## src/rtl/bsc_pkg.sv

```systemverilog
package bsc_pkg;

  typedef enum logic [1:0] {
    SH_WORD = 2'd0,
    SH_HALF = 2'd1,
    SH_BYTE = 2'd2
  } beat_shift_e;

  // 00 -> 1 beat, 01 -> 2 beats, 1x -> 4 beats
  function automatic beat_shift_e sel_to_shift(input logic [1:0] sel);
    if (sel[1]) return SH_BYTE;
    if (sel[0]) return SH_HALF;
    return SH_WORD;
  endfunction

endpackage

```

## src/rtl/bsc_mode_dec.sv

```systemverilog
module bsc_mode_dec
  import bsc_pkg::*;
#(
  parameter int CW = 2
) (
  input  logic [1:0]    width_sel_i,
  output logic [1:0]    shift_o,
  output logic [CW-1:0] last_idx_o
);

  beat_shift_e sh;

  always_comb begin
    sh         = sel_to_shift(width_sel_i);
    shift_o    = sh;
    last_idx_o = CW'((1 << sh) - 1);
  end

endmodule

```

## src/rtl/bsc_wr_split.sv

```systemverilog
module bsc_wr_split #(
  parameter int BYTES = 4,
  parameter int BW    = 8,
  localparam int DW   = BYTES * BW,
  localparam int CW   = $clog2(BYTES)
) (
  input  logic             clk_i,
  input  logic             rst_ni,
  input  logic [1:0]       shift_i,
  input  logic [CW-1:0]    last_idx_i,
  input  logic [DW-1:0]    word_i,
  input  logic [BYTES-1:0] be_n_i,
  input  logic             start_i,
  input  logic             next_i,
  input  logic             last_i,
  output logic [DW-1:0]    beat_o,
  output logic [BYTES-1:0] beat_be_n_o,
  output logic             word_done_o,
  output logic             burst_last_o
);

  logic [CW-1:0] cnt_q;
  logic [CW-1:0] idx;
  int            lanes;

  always_comb begin
    idx         = start_i ? '0 : cnt_q;
    lanes       = BYTES >> shift_i;
    beat_o      = '0;
    beat_be_n_o = '1;
    for (int j = 0; j < BYTES; j++) begin
      if (j < lanes) begin
        beat_o[j*BW +: BW] = word_i[(int'(idx) * lanes + j)*BW +: BW];
        beat_be_n_o[j]     = be_n_i[int'(idx) * lanes + j];
      end
    end
    word_done_o  = next_i && ((idx == last_idx_i) || last_i);
    burst_last_o = next_i && last_i;
  end

  always_ff @(posedge clk_i or negedge rst_ni) begin
    if (!rst_ni) begin
      cnt_q <= '0;
    end else if (next_i) begin
      cnt_q <= word_done_o ? '0 : idx + CW'(1);
    end else if (start_i) begin
      cnt_q <= '0;
    end
  end

endmodule

```

## src/rtl/bsc_rd_pack.sv

```systemverilog
module bsc_rd_pack #(
  parameter int BYTES = 4,
  parameter int BW    = 8,
  localparam int DW   = BYTES * BW,
  localparam int CW   = $clog2(BYTES)
) (
  input  logic          clk_i,
  input  logic          rst_ni,
  input  logic [1:0]    shift_i,
  input  logic [CW-1:0] last_idx_i,
  input  logic          start_i,
  input  logic          ok_i,
  input  logic          last_i,
  input  logic [DW-1:0] beat_i,
  output logic [DW-1:0] word_o,
  output logic          valid_o,
  output logic          last_o
);

  logic [CW-1:0] cnt_q;
  logic [DW-1:0] acc_q;
  logic [CW-1:0] idx;
  logic [DW-1:0] ins;
  logic          done;
  int            lanes;

  always_comb begin
    idx   = start_i ? '0 : cnt_q;
    lanes = BYTES >> shift_i;
    ins   = start_i ? '0 : acc_q;
    for (int j = 0; j < BYTES; j++) begin
      if (j < lanes) ins[(int'(idx) * lanes + j)*BW +: BW] = beat_i[j*BW +: BW];
    end
    done = ok_i && ((idx == last_idx_i) || last_i);
  end

  always_ff @(posedge clk_i or negedge rst_ni) begin
    if (!rst_ni) begin
      cnt_q   <= '0;
      acc_q   <= '0;
      word_o  <= '0;
      valid_o <= 1'b0;
      last_o  <= 1'b0;
    end else begin
      valid_o <= done;
      last_o  <= done && last_i;
      if (done) begin
        word_o <= ins;
        acc_q  <= '0;
        cnt_q  <= '0;
      end else if (ok_i) begin
        acc_q <= ins;
        cnt_q <= idx + CW'(1);
      end else if (start_i) begin
        acc_q <= '0;
        cnt_q <= '0;
      end
    end
  end

endmodule

```

## src/rtl/bsc_width_adapter.sv

```systemverilog
module bsc_width_adapter #(
  parameter int BYTES = 4,
  parameter int BW    = 8,
  localparam int DW   = BYTES * BW,
  localparam int CW   = $clog2(BYTES)
) (
  input  logic             clk_i,
  input  logic             rst_ni,
  input  logic [1:0]       width_sel_i,
  input  logic [DW-1:0]    app_wr_data_i,
  input  logic [BYTES-1:0] app_wr_be_n_i,
  output logic             app_wr_next_o,
  output logic             app_wr_last_o,
  output logic [DW-1:0]    app_rd_data_o,
  output logic             app_rd_valid_o,
  output logic             app_rd_last_o,
  input  logic             wr_start_i,
  input  logic             wr_next_i,
  input  logic             wr_last_i,
  output logic [DW-1:0]    sdr_wr_data_o,
  output logic [BYTES-1:0] sdr_wr_be_n_o,
  input  logic             rd_start_i,
  input  logic             rd_ok_i,
  input  logic             rd_last_i,
  input  logic [DW-1:0]    sdr_rd_data_i
);

  logic [1:0]    shift;
  logic [CW-1:0] last_idx;

  bsc_mode_dec #(.CW(CW)) u_dec (
    .width_sel_i (width_sel_i),
    .shift_o     (shift),
    .last_idx_o  (last_idx)
  );

  bsc_wr_split #(.BYTES(BYTES), .BW(BW)) u_wr (
    .clk_i        (clk_i),
    .rst_ni       (rst_ni),
    .shift_i      (shift),
    .last_idx_i   (last_idx),
    .word_i       (app_wr_data_i),
    .be_n_i       (app_wr_be_n_i),
    .start_i      (wr_start_i),
    .next_i       (wr_next_i),
    .last_i       (wr_last_i),
    .beat_o       (sdr_wr_data_o),
    .beat_be_n_o  (sdr_wr_be_n_o),
    .word_done_o  (app_wr_next_o),
    .burst_last_o (app_wr_last_o)
  );

  bsc_rd_pack #(.BYTES(BYTES), .BW(BW)) u_rd (
    .clk_i      (clk_i),
    .rst_ni     (rst_ni),
    .shift_i    (shift),
    .last_idx_i (last_idx),
    .start_i    (rd_start_i),
    .ok_i       (rd_ok_i),
    .last_i     (rd_last_i),
    .beat_i     (sdr_rd_data_i),
    .word_o     (app_rd_data_o),
    .valid_o    (app_rd_valid_o),
    .last_o     (app_rd_last_o)
  );

endmodule

```

## config.mk

```make
export PLATFORM = sky130hd
export DESIGN_NAME = bsc_width_adapter
export DESIGN_NICKNAME = d
export VERILOG_FILES = /design/src/rtl/bsc_pkg.sv /design/src/rtl/bsc_mode_dec.sv /design/src/rtl/bsc_wr_split.sv /design/src/rtl/bsc_rd_pack.sv /design/src/rtl/bsc_width_adapter.sv
export SDC_FILE = /design/constraint.sdc
export NUM_CORES = 1
export LEC_CHECK = 0
export ABC_AREA = 1
export BUFFER_PORTS_ARGS = -buffer_cell sky130_fd_sc_hd__buf_4
export CORE_MARGIN = 3
export CORE_UTILIZATION = 55
export CTS_CLUSTER_DIAMETER = 200
export DETAILED_ROUTE_END_ITERATION = 6
export PLACE_DENSITY = 0.77
export SYNTH_ARGS = -nofsm -noshare
export SYNTH_HDL_FRONTEND = slang
export SYNTH_HIERARCHICAL = 1
export SYNTH_SLANG_ARGS = --single-unit
```

## constraint.sdc

```tcl
create_clock -name clk_i -period 5.25 [get_ports clk_i]
set_clock_uncertainty 0.1 [all_clocks]
set_input_delay 0 -clock clk_i [delete_from_list [all_inputs] [get_ports clk_i]]
set_output_delay 0 -clock clk_i [all_outputs]
set_load 0.02 [all_outputs]
```

; ---- Word-level counts from Yosys, hierarchy flattened
; Index checks and enable logic that the tools add are counted.
[classes]
addsub = 13
n_mul = 2
n_lt_le_gt_ge = 8
eq_ne = 2
shift = 14
n_mux = 44
n_reduce_logical = 6
[ops]
columns = op, n
row1 = $mux W32, 7
row2 = $neg A32 Y33, 4
row3 = $shift A8 B33 Y32 const A, 4
row4 = $shiftx A8 B33 Y32, 4
row5 = $bwmux W32, 4
row6 = $lt A32 B4 Y1 const B, 4
row7 = $shiftx A32 B32 Y8, 4
row8 = $add A32 B3 Y32 const B, 2
row9 = $lt A3 B32 Y1 const A, 2
row10 = $add A29 B3 Y29 const B, 2
row11 = $add A32 B2 Y32 const B, 1
row12 = $lt A1 B32 Y1 const A, 1
row13 = $lt A2 B32 Y1 const A, 1
row14 = $mul A3 B32 Y29, 1
row15 = $mul A3 B32 Y32, 1
row16 = $mux W8, 4
row17 = $shr A3 B2 Y32 const A, 1
row18 = $add A29 B2 Y29 const B, 1
row19 = $mux W2, 10
row20 = $mux W1, 15
row21 = $bmux W1 S2, 4
row22 = $add A2 B1 Y2 const B, 2
row23 = $eq A2 B2 Y1, 2
row24 = $logic_and A1 B1 Y1, 4
row25 = 3 further kinds, 4
[word_totals]
ff_bits = 70
in_bits = 78
word_cells = 95

; ---- Depth between registers and ports, before layout
[depth]
depth_word = 18
ltp_mapped = 28
ltp_nobuf = 27

; ---- Hierarchy
; Netlist, hierarchy kept.
[modules_own_cells]
columns = module, instances, cells_per_inst, area_each_um2, seq_area_each_um2
row1 = bsc_rd_pack, 1, 830, 5321.4, 1701.6
row2 = bsc_wr_split, 1, 395, 1926.8, 50.0
row3 = bsc_mode_dec, 1, 6, 26.3, 0.0

; ---- Least setup slack after synthesis
; No wires, ideal clock.
[synth_timing]
path_kind = input-to-reg
from = input width_sel_i[0]
to = register u_rd.acc_q[25]
setup_time_ns = 0.118
t_arrival_ns = 4.066
t_required_ns = 5.032
setup_slack_ns = 0.966
stages = 25
path_cell_list = inv_1 > nor2_1 > nor2_2 > inv_1 > clkbuf_1 > nor2_1 > or2_2 > ha_1 > fa_1 > buf_2 > nand2_1 > nor2_1 > nand2_4 > ha_1 > inv_1 > or2_2 > nor2_1 > nand2_1 > nand2_2 > buf_2 > nand4_1 > nand2_1 > nand2_1 > nand3_1 > nand2_1
[synth_via]
elab_chain_len = 18
elab_cells_between_ends = 41
[synth_lines]
columns = item, line
row1 = "start, declared", bsc_width_adapter.sv:9  ; input logic [1:0] width_sel_i,
row2 = $mux W1 (2 in a row), bsc_pkg.sv:12  ; if (sel[0]) return SH_HALF;
row3 = $mux W2 (*), bsc_pkg.sv:13  ; return SH_WORD;
row4 = $mux W2 (*), bsc_pkg.sv:12
row5 = via shift[0], bsc_width_adapter.sv:28  ; logic [1:0] shift;
row6 = branches (longest 13 deep; another with $neg A32 Y33), --
row7 = $mux W32 (*), bsc_rd_pack.sv:47  ; if (done) begin
row8 = "end signal, assigned", bsc_rd_pack.sv:52  ; acc_q <= ins;
row9 = "end, declared", bsc_rd_pack.sv:21  ; logic [DW-1:0] acc_q;
; Mark *: on every way through the listed nets, which the timed path passes. The select of a mux whose other input is x is not followed.
; A chain may end at the register's enable or synchronous reset.

; ---- Worst setup path after layout
[layout_timing]
from = input width_sel_i[1]
to = register u_rd.acc_q[21]
[layout_via]
elab_chain_len = 16
elab_cells_between_ends = 38
[layout_lines]
columns = item, line
row1 = $mux W1 (*), bsc_pkg.sv:11  ; if (sel[1]) return SH_BYTE;
row2 = $mux W2 (*), bsc_pkg.sv:12
row3 = via shift[0], bsc_width_adapter.sv:28
row4 = branches (longest 13 deep; another with $neg A32 Y33), --
row5 = $mux W32 (*), bsc_rd_pack.sv:47
; Mark *: on every way through the listed nets, which the timed path passes.

==> results.tsv <==
stage	metric	value	unit
hold_path	min-delay-start	sdr_rd_data_i[22]	
sta	relSlewSlack	17.7	%
critical_path	cp_max_fo	24	
sta	tightest_slew	1.23	ns
power	power.leakage	5.05	nW
clock_tree	cts.sinks	70	
critical_path	cp.arrival	4.67	ns
routing	ant_nets	0	
finish	syn2layout_area_growth	20.7	%
finish	fin_cells	1534	
global_route	grt_max_degree	71	
routing	wl_met1	10000	um
clock_tree	cts_max_level	3	
routing	met3_wirelength	1770	um
power	sequentialPowerShare	32.0	%
synth	yosysUniqueCellTypes	43	
floorplan	io_pins	150	
routing	drt_iter0_drc	898	
sta	rsz0062_at_grt	false	
finish	layout-drive-gt1-share	17.3	%
power	clkPwrFrac	30.9	%
placed_design	port-buffer-count	149	
routing	topRoutingLayerUsed	met4	
global_route	grt_use_total	30.8	%
global_route	antenna_found_initial	0	
clock_tree	post_cts_buffers	0	
power	power_frac_comb	37.1	%
critical_path	path_delay_family	simple AND/OR/NAND/NOR gates	
synth	syn_nets	1332	
critical_path	critical_path_required	5.43	ns
critical_path	critPathLaunch	width_sel_i[1]	
clock_tree	hold_buffers	18	
critical_path	cpPeakStageDelay	0.62	ns
sta	slew_violations	0	
clock_tree	worstSkewPairLatency	0.34	ns
synth	synthArstFlopShare	100	%
outcome	status	finished clean	
critical_path	r2r-start	u_rd/cnt_q[0]	
finish	stdcell_area	8780	sq um
power	vdd_drop_max	0.212	mV
sta	finalCritPeriodShare	85.6	%
finish	diodes	0	
power	intPower	1.25	mW
sta	worst_hold_slack	0.0231	ns
synth	synth_enable_flop_cells	0	
critical_path	critPathBufInv	5	
critical_path	cp_cell_sequence	buf_4 > nor2_1 > buf_4 > nor2_2 > inv_1 > nor2_1 > or2_2 > ha_1 > fa_1 > buf_4 > nand2_1 > nor2_1 > xor2_1 > nor2_1 > ha_1 > inv_1 > nor3_1 > nand3_1 > nand3_1 > o211ai_1 > nand2_1	
hold_path	hold_path_class	primary input to flop	
placed_design	dp_slack	0.488	ns
synth	syn_inst	1231	
placed_design	placed_area	8300	sq um
clock_tree	cts.reportedPaths.clkPinSlew	0.06	ns
critical_path	critPathSlowestCell	nand3_1	
run	max_cap_violations	0	
routing	drc	0	
placed_design	hpwl	16300	um
sta	fmax	222	MHz
sta	tns	0	ns
critical_path	crit_path_end_kind	flop	
synth	yosysSeqAreaShare	24.1	%
power	p_sw_share	38.0	%
clock_tree	numCtsBuffers	9	
synth	synth_seq_cells	70	
sta	finalHoldViolations	0	
placed_design	numPlacedInstances	1500	
sta	worst_slack	0.755	ns
critical_path	crit_path_start_kind	primary input	
power	p_sw	0.767	mW
routing	wire_per_inst	14.9	um
floorplan	rows	41	
floorplan	fp.dieW	121	um
synth	yosys_warnings	6	
placed_design	gp_congestion	0.960	
clock_tree	cts_tree	built	
clock_tree	cts_root_buf	clkbuf_16	
synth	synth_area	7270	sq um
sta	setup_viol	0	
routing	wl_met2	10600	um
floorplan	start_util	56.9	%
clock_tree	cts.path.max_buffers	2	
routing	vias	8392	
critical_path	cp_common_cell	nor2_1	
floorplan	coreArea	12800	sq um
global_route	grt_pass1_vias	7585	
critical_path	critical_path_class	primary input to flop	
synth	avgSynthCellArea	5.91	sq um
routing	post_drt_via_cell_ratio	5.47	
clock_tree	cts.repair.resized	0	
power	p_per_area	230	nW/um^2
routing	dr.pass1.iters	5	
routing	wl	22800	um
synth	synth_ff_type	dfrtp_1	
sta	period_needed	4.50	ns
global_route	grt_pass1_wl	36600	um
global_route	grt.overflow.total	0	
floorplan	die_area	14600	sq um
finish	final_nets	1458	
floorplan	die_y	121	um
[cells in the mapped netlist, types with 3 or more instances]
library cell,n,area share [%]
nand3_1,153,11
ha_1,22,3.8
o211ai_1,24,2.5
o21ai_1,14,0.96
buf_1,4,0.21
buf_4,5,0.52
o21ai_0,36,2.5
buf_6,13,2.0
buf_2,11,0.76
dfrtp_1,70,24
nand4_1,36,3.1
a31oi_1,6,0.52
nand2_4,7,1.1
or2_2,5,0.43
nand3_2,5,0.69
nor2_2,6,0.52
o21ai_2,8,0.96
inv_1,125,6.4
a21oi_1,4,0.28
nand2_2,10,0.86
inv_2,10,0.52
clkbuf_1,23,1.2
nor3_1,8,0.55
xor2_1,3,0.36
nor2_1,153,7.9
nor2_4,5,0.77
nand2_1,443,23
[registers in the layout, summed over array words and instances, names as in the netlist]
register      cells
u_rd/acc_q       32
u_rd/word_o      32
u_rd/cnt_q        2
u_wr/cnt_q        2
u_rd/last_o       1
u_rd/valid_o      1
[kinds of logic after synthesis]
kind of cell | Yosys count | synth area share [%]
flip-flops | 70 | 24.1
XOR/XNOR | 5 | 0.602
AO/OA/AOI/OAI | 95 | 8.10
buffers and inverters | 194 | 11.8
multiplexers | 2 | 0.292
adder cells (fa/ha/maj) | 23 | 4.06
AND/OR/NAND/NOR | 842 | 51.0
[path summary, 6_finish.rpt]
kind,endpoint,slack (ns),cells past startpoint
worst max-delay path,u_rd/acc_q[21],0.75,21
worst min-delay path,u_rd/acc_q[22],0.02,5
worst max register to register,u_rd/acc_q[21],0.88,17
worst min register to register,u_rd/word_o[28],0.38,2
max in group asynchronous,u_rd/word_o[28],4.22,2
min in group asynchronous,u_wr/cnt_q[0],0.21,2
[per-layer routing]
metal	global-route usage, %	up-vias
li1	-	4175
met1	42.4	3824
met2	50.0	352
met3	5.03	41
met4	8.50	0
met5	0	-
[layout make-up]
| cell class | count | area, sq um |
|---|---|---|
| Inverter | 138 | 520 |
| Timing Repair Buffer | 171 | 1330 |
| Sequential cell | 70 | 1750 |
| Fill cell | 1155 | 3990 |
| Clock inverter | 6 | 70.1 |
| Clock buffer | 10 | 229 |
| Tap cell | 172 | 215 |
| Multi-Input combinational cell | 967 | 4670 |
[through the flow]
stage	util, %	total power, mW
2_1_floorplan	-	1.12
3_3_place_gp	65.0	1.38
3_5_place_dp	65.0	1.38
4_1_cts	68.8	2.02
5_1_grt	68.8	2.13
6_report	68.8	2.02
[power groups by stage]
stage                     logic [mW]  registers (mW)  clock network (mW)
after floorplan                0.408           0.710                   0
after global placement         0.726           0.652                   0
after detailed placement       0.729           0.654                   0
after CTS                      0.744           0.646               0.631
after global routing           0.826           0.652               0.655
final                          0.750           0.645               0.624
[placed cells by master (no fill, tap or decap), types with 5 or more instances in the layout]
cell type,n
a31oi_1,6
buf_4,153
clkbuf_16,9
dfrtp_1,70
dlygate4sd3_1,18
ha_1,22
inv_1,125
inv_2,10
nand2_1,442
nand2_2,11
nand2_4,7
nand3_1,153
nand3_2,5
nand4_1,36
nor2_1,152
nor2_2,7
nor2_4,5
nor3_1,8
o211ai_1,24
o21ai_0,36
o21ai_1,14
o21ai_2,8
or2_2,5
[worst reg2reg max path, delay by kind of cell (launching register included)]
family	cells	cell delay, ns
AND/OR/NAND/NOR	10	2.17
adder cells (fa/ha/maj)	3	0.98
flip-flops	1	0.42
buffers and inverters	2	0.28
XOR/XNOR	1	0.23
AO/OA/AOI/OAI	1	0.15
(Power assumes the default switching activity.)
